--- config.mk ---
export PLATFORM = sky130hd
export DESIGN_NAME = eep_serial_mem
export DESIGN_NICKNAME = d
export VERILOG_FILES = /design/src/rtl/eep_pkg.sv /design/src/rtl/eep_pin_sampler.sv /design/src/rtl/eep_store.sv /design/src/rtl/eep_busy_timer.sv /design/src/rtl/eep_serial_mem.sv
export SDC_FILE = /design/constraint.sdc
export NUM_CORES = 1
export LEC_CHECK = 0
export BUFFER_PORTS_ARGS = -buffer_cell sky130_fd_sc_hd__buf_2
export CORE_MARGIN = 5
export CORE_UTILIZATION = 40
export DETAILED_ROUTE_END_ITERATION = 12
export SKIP_LAST_GASP = 1
export SLEW_MARGIN = 10
export SYNTH_ARGS = -nofsm -noshare
export SYNTH_HDL_FRONTEND = slang
export SYNTH_SLANG_ARGS = --single-unit
--- constraint.sdc ---
create_clock -name clk -period 3.8 [get_ports clk]
set_input_delay 0.76 -clock clk [delete_from_list [all_inputs] [get_ports clk]]
set_output_delay 0.76 -clock clk [all_outputs]
set_load 0.03 [all_outputs]
--- src/rtl/eep_pkg.sv ---
package eep_pkg;
  typedef enum logic [1:0] {
    OP_MODE  = 2'b00,
    OP_WRITE = 2'b01,
    OP_READ  = 2'b10,
    OP_ERASE = 2'b11
  } op_e;

  typedef enum logic [1:0] {
    SUB_LOCK   = 2'b00,
    SUB_FILL   = 2'b01,
    SUB_CLEAR  = 2'b10,
    SUB_UNLOCK = 2'b11
  } sub_e;

  typedef enum logic [2:0] {
    ST_HUNT,
    ST_CMD,
    ST_DATA,
    ST_READ,
    ST_SKIP,
    ST_PROG
  } st_e;
endpackage

--- src/rtl/eep_pin_sampler.sv ---
module eep_pin_sampler (
  input  logic clk,
  input  logic rst,
  input  logic cs,
  input  logic sck,
  input  logic di,
  output logic cs_q,
  output logic bit_ok,
  output logic bit_v
);
  logic sck_r, sck_d, di_r, cs_r;

  always_ff @(posedge clk) begin
    if (rst) begin
      cs_r  <= 1'b0;
      sck_r <= 1'b0;
      sck_d <= 1'b0;
      di_r  <= 1'b0;
    end else begin
      cs_r  <= cs;
      sck_r <= sck;
      sck_d <= sck_r;
      di_r  <= di;
    end
  end

  assign cs_q   = cs_r;
  assign bit_ok = cs_r & sck_r & ~sck_d;
  assign bit_v  = di_r;
endmodule

--- src/rtl/eep_store.sv ---
module eep_store #(
  parameter int WORDS = 64,
  parameter int WIDTH = 16,
  localparam int AW = $clog2(WORDS)
) (
  input  logic             clk,
  input  logic             we,
  input  logic [AW-1:0]    waddr,
  input  logic [WIDTH-1:0] wdata,
  input  logic [AW-1:0]    raddr,
  output logic [WIDTH-1:0] rdata
);
  logic [WIDTH-1:0] mem [WORDS];

  always_ff @(posedge clk) begin
    if (we) mem[waddr] <= wdata;
    rdata <= mem[raddr];
  end
endmodule

--- src/rtl/eep_busy_timer.sv ---
module eep_busy_timer #(
  parameter int CW = 10
) (
  input  logic          clk,
  input  logic          rst,
  input  logic          start,
  input  logic [CW-1:0] load,
  output logic          busy
);
  logic [CW-1:0] cnt;

  always_ff @(posedge clk) begin
    if (rst)              cnt <= '0;
    else if (start)       cnt <= load;
    else if (cnt != '0)   cnt <= cnt - 1'b1;
  end

  assign busy = (cnt != '0);
endmodule

--- src/rtl/eep_serial_mem.sv ---
module eep_serial_mem
  import eep_pkg::*;
#(
  parameter int WORDS   = 64,
  parameter int WIDTH   = 16,
  parameter int T_WRITE = 200,
  parameter int T_ERASE = 100,
  parameter int T_BULK  = 600
) (
  input  logic clk,
  input  logic rst,
  input  logic cs,
  input  logic sck,
  input  logic di,
  output logic dout,
  output logic dout_en
);
  localparam int AW       = $clog2(WORDS);
  localparam int CMD_BITS = 2 + AW;
  localparam int DATA_END = CMD_BITS + WIDTH;
  localparam int T_MAX    = (T_BULK > T_WRITE) ? ((T_BULK > T_ERASE) ? T_BULK : T_ERASE)
                                               : ((T_WRITE > T_ERASE) ? T_WRITE : T_ERASE);
  localparam int CW       = $clog2(T_MAX + 1);
  localparam int NW       = $clog2(DATA_END + 1);
  localparam logic [NW-1:0] CMD_LAST  = NW'(CMD_BITS - 1);
  localparam logic [NW-1:0] DATA_LAST = NW'(DATA_END - 1);

  logic cs_q, bit_ok, bit_v;
  st_e  st;
  logic [NW-1:0]       cnt;
  logic [CMD_BITS-2:0] cmd_q;
  logic [WIDTH-2:0]    dat_q;
  logic [AW-1:0]       addr_q;
  logic                fill_q, wen_q, ld1, ld2;
  logic [WIDTH-1:0]    out_sr, rdata;
  logic                busy;

  logic [CMD_BITS-1:0] cmd_full;
  logic [WIDTH-1:0]    dat_full;
  op_e                 op_now;
  sub_e                sub_now;
  logic [AW-1:0]       addr_now;
  logic                at_cmd_end, at_dat_end;

  logic                prog_go, job_fill;
  logic [CW-1:0]       prog_load;
  logic [WIDTH-1:0]    job_val;
  logic [AW-1:0]       job_addr;

  logic                sw_on;
  logic [AW-1:0]       sw_idx, sw_end;
  logic [WIDTH-1:0]    wr_val;

  eep_pin_sampler u_pins (
    .clk(clk), .rst(rst), .cs(cs), .sck(sck), .di(di),
    .cs_q(cs_q), .bit_ok(bit_ok), .bit_v(bit_v)
  );

  eep_store #(.WORDS(WORDS), .WIDTH(WIDTH)) u_store (
    .clk(clk), .we(sw_on), .waddr(sw_idx), .wdata(wr_val),
    .raddr(addr_q), .rdata(rdata)
  );

  eep_busy_timer #(.CW(CW)) u_timer (
    .clk(clk), .rst(rst), .start(prog_go), .load(prog_load), .busy(busy)
  );

  // Command field decode from the bit arriving on this edge
  always_comb begin
    cmd_full   = {cmd_q, bit_v};
    dat_full   = {dat_q, bit_v};
    op_now     = op_e'(cmd_full[CMD_BITS-1 -: 2]);
    sub_now    = sub_e'(cmd_full[AW-1 -: 2]);
    addr_now   = cmd_full[AW-1:0];
    at_cmd_end = bit_ok && (st == ST_CMD)  && (cnt == CMD_LAST);
    at_dat_end = bit_ok && (st == ST_DATA) && (cnt == DATA_LAST);
  end

  // Programming job launch, gated by the write-enable latch
  always_comb begin
    prog_go   = 1'b0;
    prog_load = '0;
    job_fill  = 1'b0;
    job_val   = '1;
    job_addr  = addr_now;
    if (wen_q && at_cmd_end && op_now == OP_ERASE) begin
      prog_go   = 1'b1;
      prog_load = CW'(T_ERASE);
    end else if (wen_q && at_cmd_end && op_now == OP_MODE && sub_now == SUB_CLEAR) begin
      prog_go   = 1'b1;
      prog_load = CW'(T_BULK);
      job_fill  = 1'b1;
    end else if (wen_q && at_dat_end) begin
      prog_go   = 1'b1;
      prog_load = fill_q ? CW'(T_BULK) : CW'(T_WRITE);
      job_fill  = fill_q;
      job_val   = dat_full;
      job_addr  = addr_q;
    end
  end

  // Serial command sequencer
  always_ff @(posedge clk) begin
    if (rst) begin
      st     <= ST_HUNT;
      cnt    <= '0;
      cmd_q  <= '0;
      dat_q  <= '0;
      addr_q <= '0;
      fill_q <= 1'b0;
      wen_q  <= 1'b0;
      ld1    <= 1'b0;
      ld2    <= 1'b0;
      out_sr <= '1;
    end else begin
      ld1 <= 1'b0;
      ld2 <= ld1;
      if (ld2) out_sr <= rdata;
      if (!cs_q) begin
        cnt <= '0;
        if (!(st == ST_PROG && busy)) st <= ST_HUNT;
      end else if (bit_ok) begin
        case (st)
          ST_HUNT: if (bit_v) begin
            st  <= ST_CMD;
            cnt <= '0;
          end
          ST_CMD: begin
            cmd_q <= cmd_full[CMD_BITS-2:0];
            cnt   <= cnt + 1'b1;
            if (cnt == CMD_LAST) begin
              addr_q <= addr_now;
              case (op_now)
                OP_READ: begin
                  ld1 <= 1'b1;
                  st  <= ST_READ;
                end
                OP_WRITE: begin
                  fill_q <= 1'b0;
                  st     <= ST_DATA;
                end
                OP_ERASE: st <= prog_go ? ST_PROG : ST_SKIP;
                default: begin
                  case (sub_now)
                    SUB_UNLOCK: begin wen_q <= 1'b1; st <= ST_SKIP; end
                    SUB_LOCK:   begin wen_q <= 1'b0; st <= ST_SKIP; end
                    SUB_CLEAR:  st <= prog_go ? ST_PROG : ST_SKIP;
                    default:    begin fill_q <= 1'b1; st <= ST_DATA; end
                  endcase
                end
              endcase
            end
          end
          ST_DATA: begin
            dat_q <= dat_full[WIDTH-2:0];
            cnt   <= cnt + 1'b1;
            if (cnt == DATA_LAST) st <= prog_go ? ST_PROG : ST_SKIP;
          end
          ST_READ: begin
            out_sr <= {out_sr[WIDTH-2:0], 1'b1};
            cnt    <= cnt + 1'b1;
            if (cnt == DATA_LAST) st <= ST_SKIP;
          end
          default: ;
        endcase
      end
    end
  end

  // Word sweep: one word for single jobs, every word for bulk jobs
  always_ff @(posedge clk) begin
    if (rst) begin
      sw_on  <= 1'b0;
      sw_idx <= '0;
      sw_end <= '0;
      wr_val <= '1;
    end else if (prog_go) begin
      sw_on  <= 1'b1;
      sw_idx <= job_fill ? '0 : job_addr;
      sw_end <= job_fill ? AW'(WORDS - 1) : job_addr;
      wr_val <= job_val;
    end else if (sw_on) begin
      if (sw_idx == sw_end) sw_on <= 1'b0;
      else                  sw_idx <= sw_idx + 1'b1;
    end
  end

  // Registered pin outputs with modelled pull-up
  always_ff @(posedge clk) begin
    if (rst) begin
      dout_en <= 1'b0;
      dout    <= 1'b1;
    end else begin
      dout_en <= cs_q && (st == ST_READ || st == ST_PROG);
      if (cs_q && st == ST_PROG)      dout <= ~busy;
      else if (cs_q && st == ST_READ) dout <= out_sr[WIDTH-1];
      else                            dout <= 1'b1;
    end
  end
endmodule

; ---- Yosys cells after proc, flatten, opt, wreduce, memory -nomap -nowiden
; Memories as Yosys holds them, arrays and structs flattened. A register that Yosys moved wholly into a read port is not among the register bits.
; Index checks and enable logic that the tools add are counted.
[classes]
reduce_logical = 37
muxes = 51
addsub = 3
bitwise_logic = 10
eq_ne = 22
[ops]
columns = op, count
row1 = 16-bit two-way mux, 7
row2 = 10-bit two-way mux, 6
row3 = 6-bit two-way mux, 8
row4 = 3-bit two-way mux, 7
row5 = 1-bit two-way mux, 16
row6 = 1-bit logical AND, 13
row7 = 3-bit one-hot mux with 4 select lines, 1
row8 = 6-bit AND reduction, 2
row9 = 5-bit one-hot mux with 2 select lines, 1
row10 = 10-bit nonzero test, 1
row11 = "10-bit by 1-bit subtractor with 10-bit output, second input constant", 1
row12 = "3-bit inequality test, second input constant", 3
row13 = 3-bit one-hot mux with 3 select lines, 1
row14 = 3-bit AND reduction, 3
row15 = 3-bit OR reduction, 3
row16 = "2-bit == test, second input constant", 4
row17 = 1-bit inverter, 8
row18 = 2-bit nonzero test, 4
row19 = 7-bit AND reduction, 1
row20 = "6-bit by 1-bit adder with 6-bit output, second input constant", 1
row21 = "3-bit by 2-bit == test with 1-bit output, second input constant", 2
row22 = 6-bit == test, 1
row23 = "2-bit by 1-bit inequality test with 1-bit output, second input constant", 3
row24 = 3-bit one-hot mux with 2 select lines, 1
row25 = 19 further kinds, 25
[word_totals]
ram_bits = 1024
reg_bits = 101
mem_count = 1
output_inout_bits = 2
[mem_list]
columns = name, words, word_bits, read_ports, rd_ports_with_merged_regs, wr, line_no
row1 = u_store.mem, 64, 16, 1, 1, 1, eep_store.sv:13  ; logic [WIDTH-1:0] mem [WORDS];

; ---- Logic depth before layout (Yosys ltp)
[logic_depth]
word_depth = 16
depth_mapped = 10
mapped_depth_nobuf = 7

; ---- Modules after synthesis
; From an unflattened synthesis, not the netlist that was laid out.
[unflattened]
hier_cells = 2358
hier_area_um2 = 44652.8
[by_module_without_submodules]
columns = module, area_per_inst_um2, instances, seq_area_each_um2, cells_per_inst
row1 = eep_store, 40027.1, 1, 31069.8, 1831
row2 = eep_serial_mem, 3942.5, 1, 1741.7, 450
row3 = eep_busy_timer, 569.3, 1, 200.2, 68
row4 = eep_pin_sampler, 113.9, 1, 80.1, 9

; ---- Worst setup path before layout
; Ideal clock, no wire load.
[synth_path]
path_kind = flip-flop to flip-flop
start = register sw_idx[5]
end = memory u_store.mem[39][0] (enable)
path_stages_with_launch = 4
t_arrival_ns = 2.327
n_path_buf = 1
path_slack_ns = 1.043
cell_sequence = dfxtp_1 -> clkbuf_1 -> nand2_1 -> nor4_1
[synth_rtl]
columns = item, line_no
row1 = "start, declared", eep_serial_mem.sv:51  ; logic [AW-1:0] sw_idx, sw_end;
row2 = "start signal, assigned", eep_serial_mem.sv:179  ; sw_idx <= job_fill ? '0 : job_addr;
row3 = "start signal, assigned", eep_serial_mem.sv:184  ; else sw_idx <= sw_idx + 1'b1;
row4 = "end, declared", eep_store.sv:13
; Straight into the memory's write port.

==> results.py <==
metrics = {
    "layout": {
        "final_nets": 2539,
        "synthToLayoutAreaGrowth_pct": 14.4,
        "layout-drive-gt1-share": 0.240,
        "final_cell_mix": "edfxtp_1, mux4_2, buf_4, nor2_1",
        "final_cells": 4109,
        "mostFrequentLayoutCell": "edfxtp_1",
    },
    "placement": {
        "dp.cells": 3894,
        "globalplace.congestion": 0.855,
        "portBuffers": 6,
        "dp_hpwl_um": 66100,
    },
    "floorplanning": {
        "fp.dieW_um": 342,
        "die_h_um": 342,
        "dieArea_mm2": 0.117,
        "fp.coreArea_mm2": 0.110,
        "initial_core_util": 0.401,
        "ioPinCount": 7,
        "rows": 122,
    },
    "worst_hold_path": {
        "hold_start": "di",
        "hold_end": "u_pins.bit_v",
        "min_path_type": "in2reg",
        "min_path_cells": 2,
    },
    "power": {
        "switching_power_uw": 4870,
        "combinationalPowerShare": 0.012,
        "intPower_uw": 20000,
        "sequentialPowerShare": 0.544,
        "ir_drop_uv": 380,
        "power_uw": 24800,
        "clockPowerShare": 0.444,
        "netSwitchingFraction": 0.196,
        "powerDensity_mw_per_mm2": 491,
        "power_leakage_uw": 0.0184,
    },
    "global_routing": {
        "antenna_found_initial": 2,
        "grt_remaining_overflow": 0,
        "grtUsageTotal": 0.183,
        "grt_pass1_wl_um": 159000,
        "grt_max_degree": 66,
        "grt_pass1_vias": 23300,
    },
    "worst_setup_path": {
        "r2r_cells": 7,
        "reg2reg_to": "u_store.rdata[8]",
        "crit_type": "reg2reg",
        "path_max_fanout": 36,
        "cp.arrival_ns": 3.88,
        "rrSetupSlack_ns": 0.53,
        "worstSetupEndpointType": "flip-flop",
        "crit_required_ns": 4.41,
        "cp-start-kind": "flip-flop",
        "r2r-start": "addr_q[1]",
    },
    "timing": {
        "slew_headroom": 0.159,
        "hold_viol": 0,
        "tightest_slew_ns": 1.26,
        "finalCriticalPeriod_ns": 3.27,
        "rsz0062_at_grt": "false",
        "clock.fmax_ghz": 0.305,
        "fin_setup_tns_ns": 0,
        "setup_violations": 0,
        "fin_crit_sh": 0.862,
        "clock-skew-final_ns": 0.0256,
        "slew_viol_final": 0,
    },
    "yosys": {
        "ys_types": 71,
        "ys.flop_type": "edfxtp_1",
        "syn_inst": 2391,
        "syn_area_mm2": 0.0442,
        "ys_ff_latch": 1141,
        "yosysWarnings": 0,
        "synth_edf_count": 1024,
        "avgSynthCellArea_um2": 18.5,
        "async_flop_share": 0,
        "synth_nets": 2407,
        "seq_area_frac_synth": 0.748,
    },
    "clock_network": {
        "post_cts_resized": 0,
        "h-tree-depth": 3,
        "numCtsBuffers": 115,
        "ctsLongestPathBuffers": 3,
        "clock_sink_count": 1141,
        "cts_tree": "built",
        "cts_setup_buffers": 0,
        "cts_root_buf": "clkbuf_16",
        "clk_latency_ns": 0.69,
        "path_clk_slew_ns": 0.06,
        "hold_buffers": 0,
    },
    "drt": {
        "wl_um": 109000,
        "drc_errors": 0,
        "drtPass1Iterations": 5,
        "drtIter0Drc": 2350,
        "drt.antenna.violating_nets": 0,
        "via_count": 23300,
        "post_drt_wl_per_cell_um": 26.4,
        "viasPerCell": 5.67,
    },
    "outcome": {
        "status": "finished, final reports clean",
    },
    "run": {
        "drv_cap": 0,
    },
}
## routing by layer
| layer | GRT usage | part of all wire |
|---|---|---|
| met5 | 0 | 0 |
| met4 | 0.0451 | 0.023 |
| met3 | 0.0312 | 0.069 |
| met2 | 0.295 | 0.48 |
| met1 | 0.263 | 0.43 |
## worst max-delay path by stage
stage | to | slack, ns | startpoint | cells after the start
3_5_place_dp | u_store.rdata[8] | 0.43 | addr_q[1] | 7
6_report | u_store.rdata[8] | 0.53 | addr_q[1] | 7
3_3_place_gp | u_store.rdata[8] | 0.41 | addr_q[1] | 7
4_1_cts | u_store.rdata[8] | 0.41 | addr_q[1] | 7
2_1_floorplan | u_store.mem[39][0] | 1.04 | sw_idx[5] | 3
5_1_grt | u_store.rdata[8] | 0.48 | addr_q[1] | 7
## cells by family (layout without fill, tap and decap cells)
logic type | Yosys count | after routing | synth area share
other cells | 0 | 2 | 0
compound gates | 310 | 310 | 0.0470
simple gates | 438 | 438 | 0.0465
fa+ha+maj | 11 | 11 | 0.00311
flops | 1141 | 1141 | 0.748
buf+inv | 162 | 390 | 0.0148
xor+xnor | 20 | 20 | 0.00396
mux | 309 | 309 | 0.136
## critical path, cell delays in order (launching register included)
cell,delay [ns]
dfxtp_4,0.82
buf_12,0.30
buf_12,0.23
mux4_2,0.24
o22ai_1,0.09
a2111oi_0,0.95
o21ai_0,0.34
o21ai_0,0.15
## flip-flops by register name, summed over array words and instances, names as in the netlist
name,cells
u_store.mem,1024
out_sr,16
u_store.rdata,16
wr_val,16
dat_q,15
u_timer.cnt,10
cmd_q,7
addr_q,6
sw_end,6
sw_idx,6
cnt,5
st,3
dout,1
dout_en,1
fill_q,1
ld1,1
ld2,1
sw_on,1
u_pins.bit_v,1
u_pins.cs_q,1
u_pins.sck_d,1
u_pins.sck_r,1
wen_q,1
## cell usage after synthesis, drive strengths merged (12+ instances only)
cell	instances	area (um^2)
a21oi	67	335
dfxtp	117	2340
o22a	20	175
o311ai	12	105
nor2b	42	263
inv	14	52.6
mux4	230	5180
nand3	26	130
nor2	141	529
nand2	116	435
mux2	41	462
o21ai	60	300
o41ai	13	114
a2111oi	26	228
xnor2	12	105
o22ai	40	250
edfxtp	1024	30700
nor3	55	275
mux2i	38	380
buf	37	179
a211oi	24	180
clkbuf	109	409
## power by group through the flow
| stage | Clock, uW | Sequential [uW] | Combinational, uW |
|---|---|---|---|
| finish | 11000 | 13500 | 297 |
| CTS | 11200 | 13500 | 296 |
| global placement | 0 | 13800 | 277 |
| global route | 11800 | 13500 | 329 |
| floorplan | 0 | 13800 | 249 |
| detailed placement | 0 | 13800 | 289 |
## per-stage QoR
step | util | hold slack [ns] | worst slack, ns | area, um^2
final | 0.459 | 0.304 | 0.526 | 50600
after global routing | 0.459 | 0.291 | 0.478 | 50600
after CTS | 0.459 | 0.267 | 0.410 | 50600
after detailed placement | 0.426 | 0.427 | 0.426 | 46900
after global placement | 0.426 | 0.429 | 0.405 | 46900
after floorplan | - | 0.414 | 1.04 | 44200
## layout make-up
cell class / instances / area, um^2
fillers: 9305 / 59600
flip-flops and latches: 1141 / 33100
multi-input cells: 1088 / 10500
clock buffers: 148 / 3020
well taps: 1488 / 1860
repair buffers: 162 / 1360
clock inverters: 65 / 634
inverters: 15 / 56.3
diodes: 2 / 5.00
(Power assumes the default switching activity.)
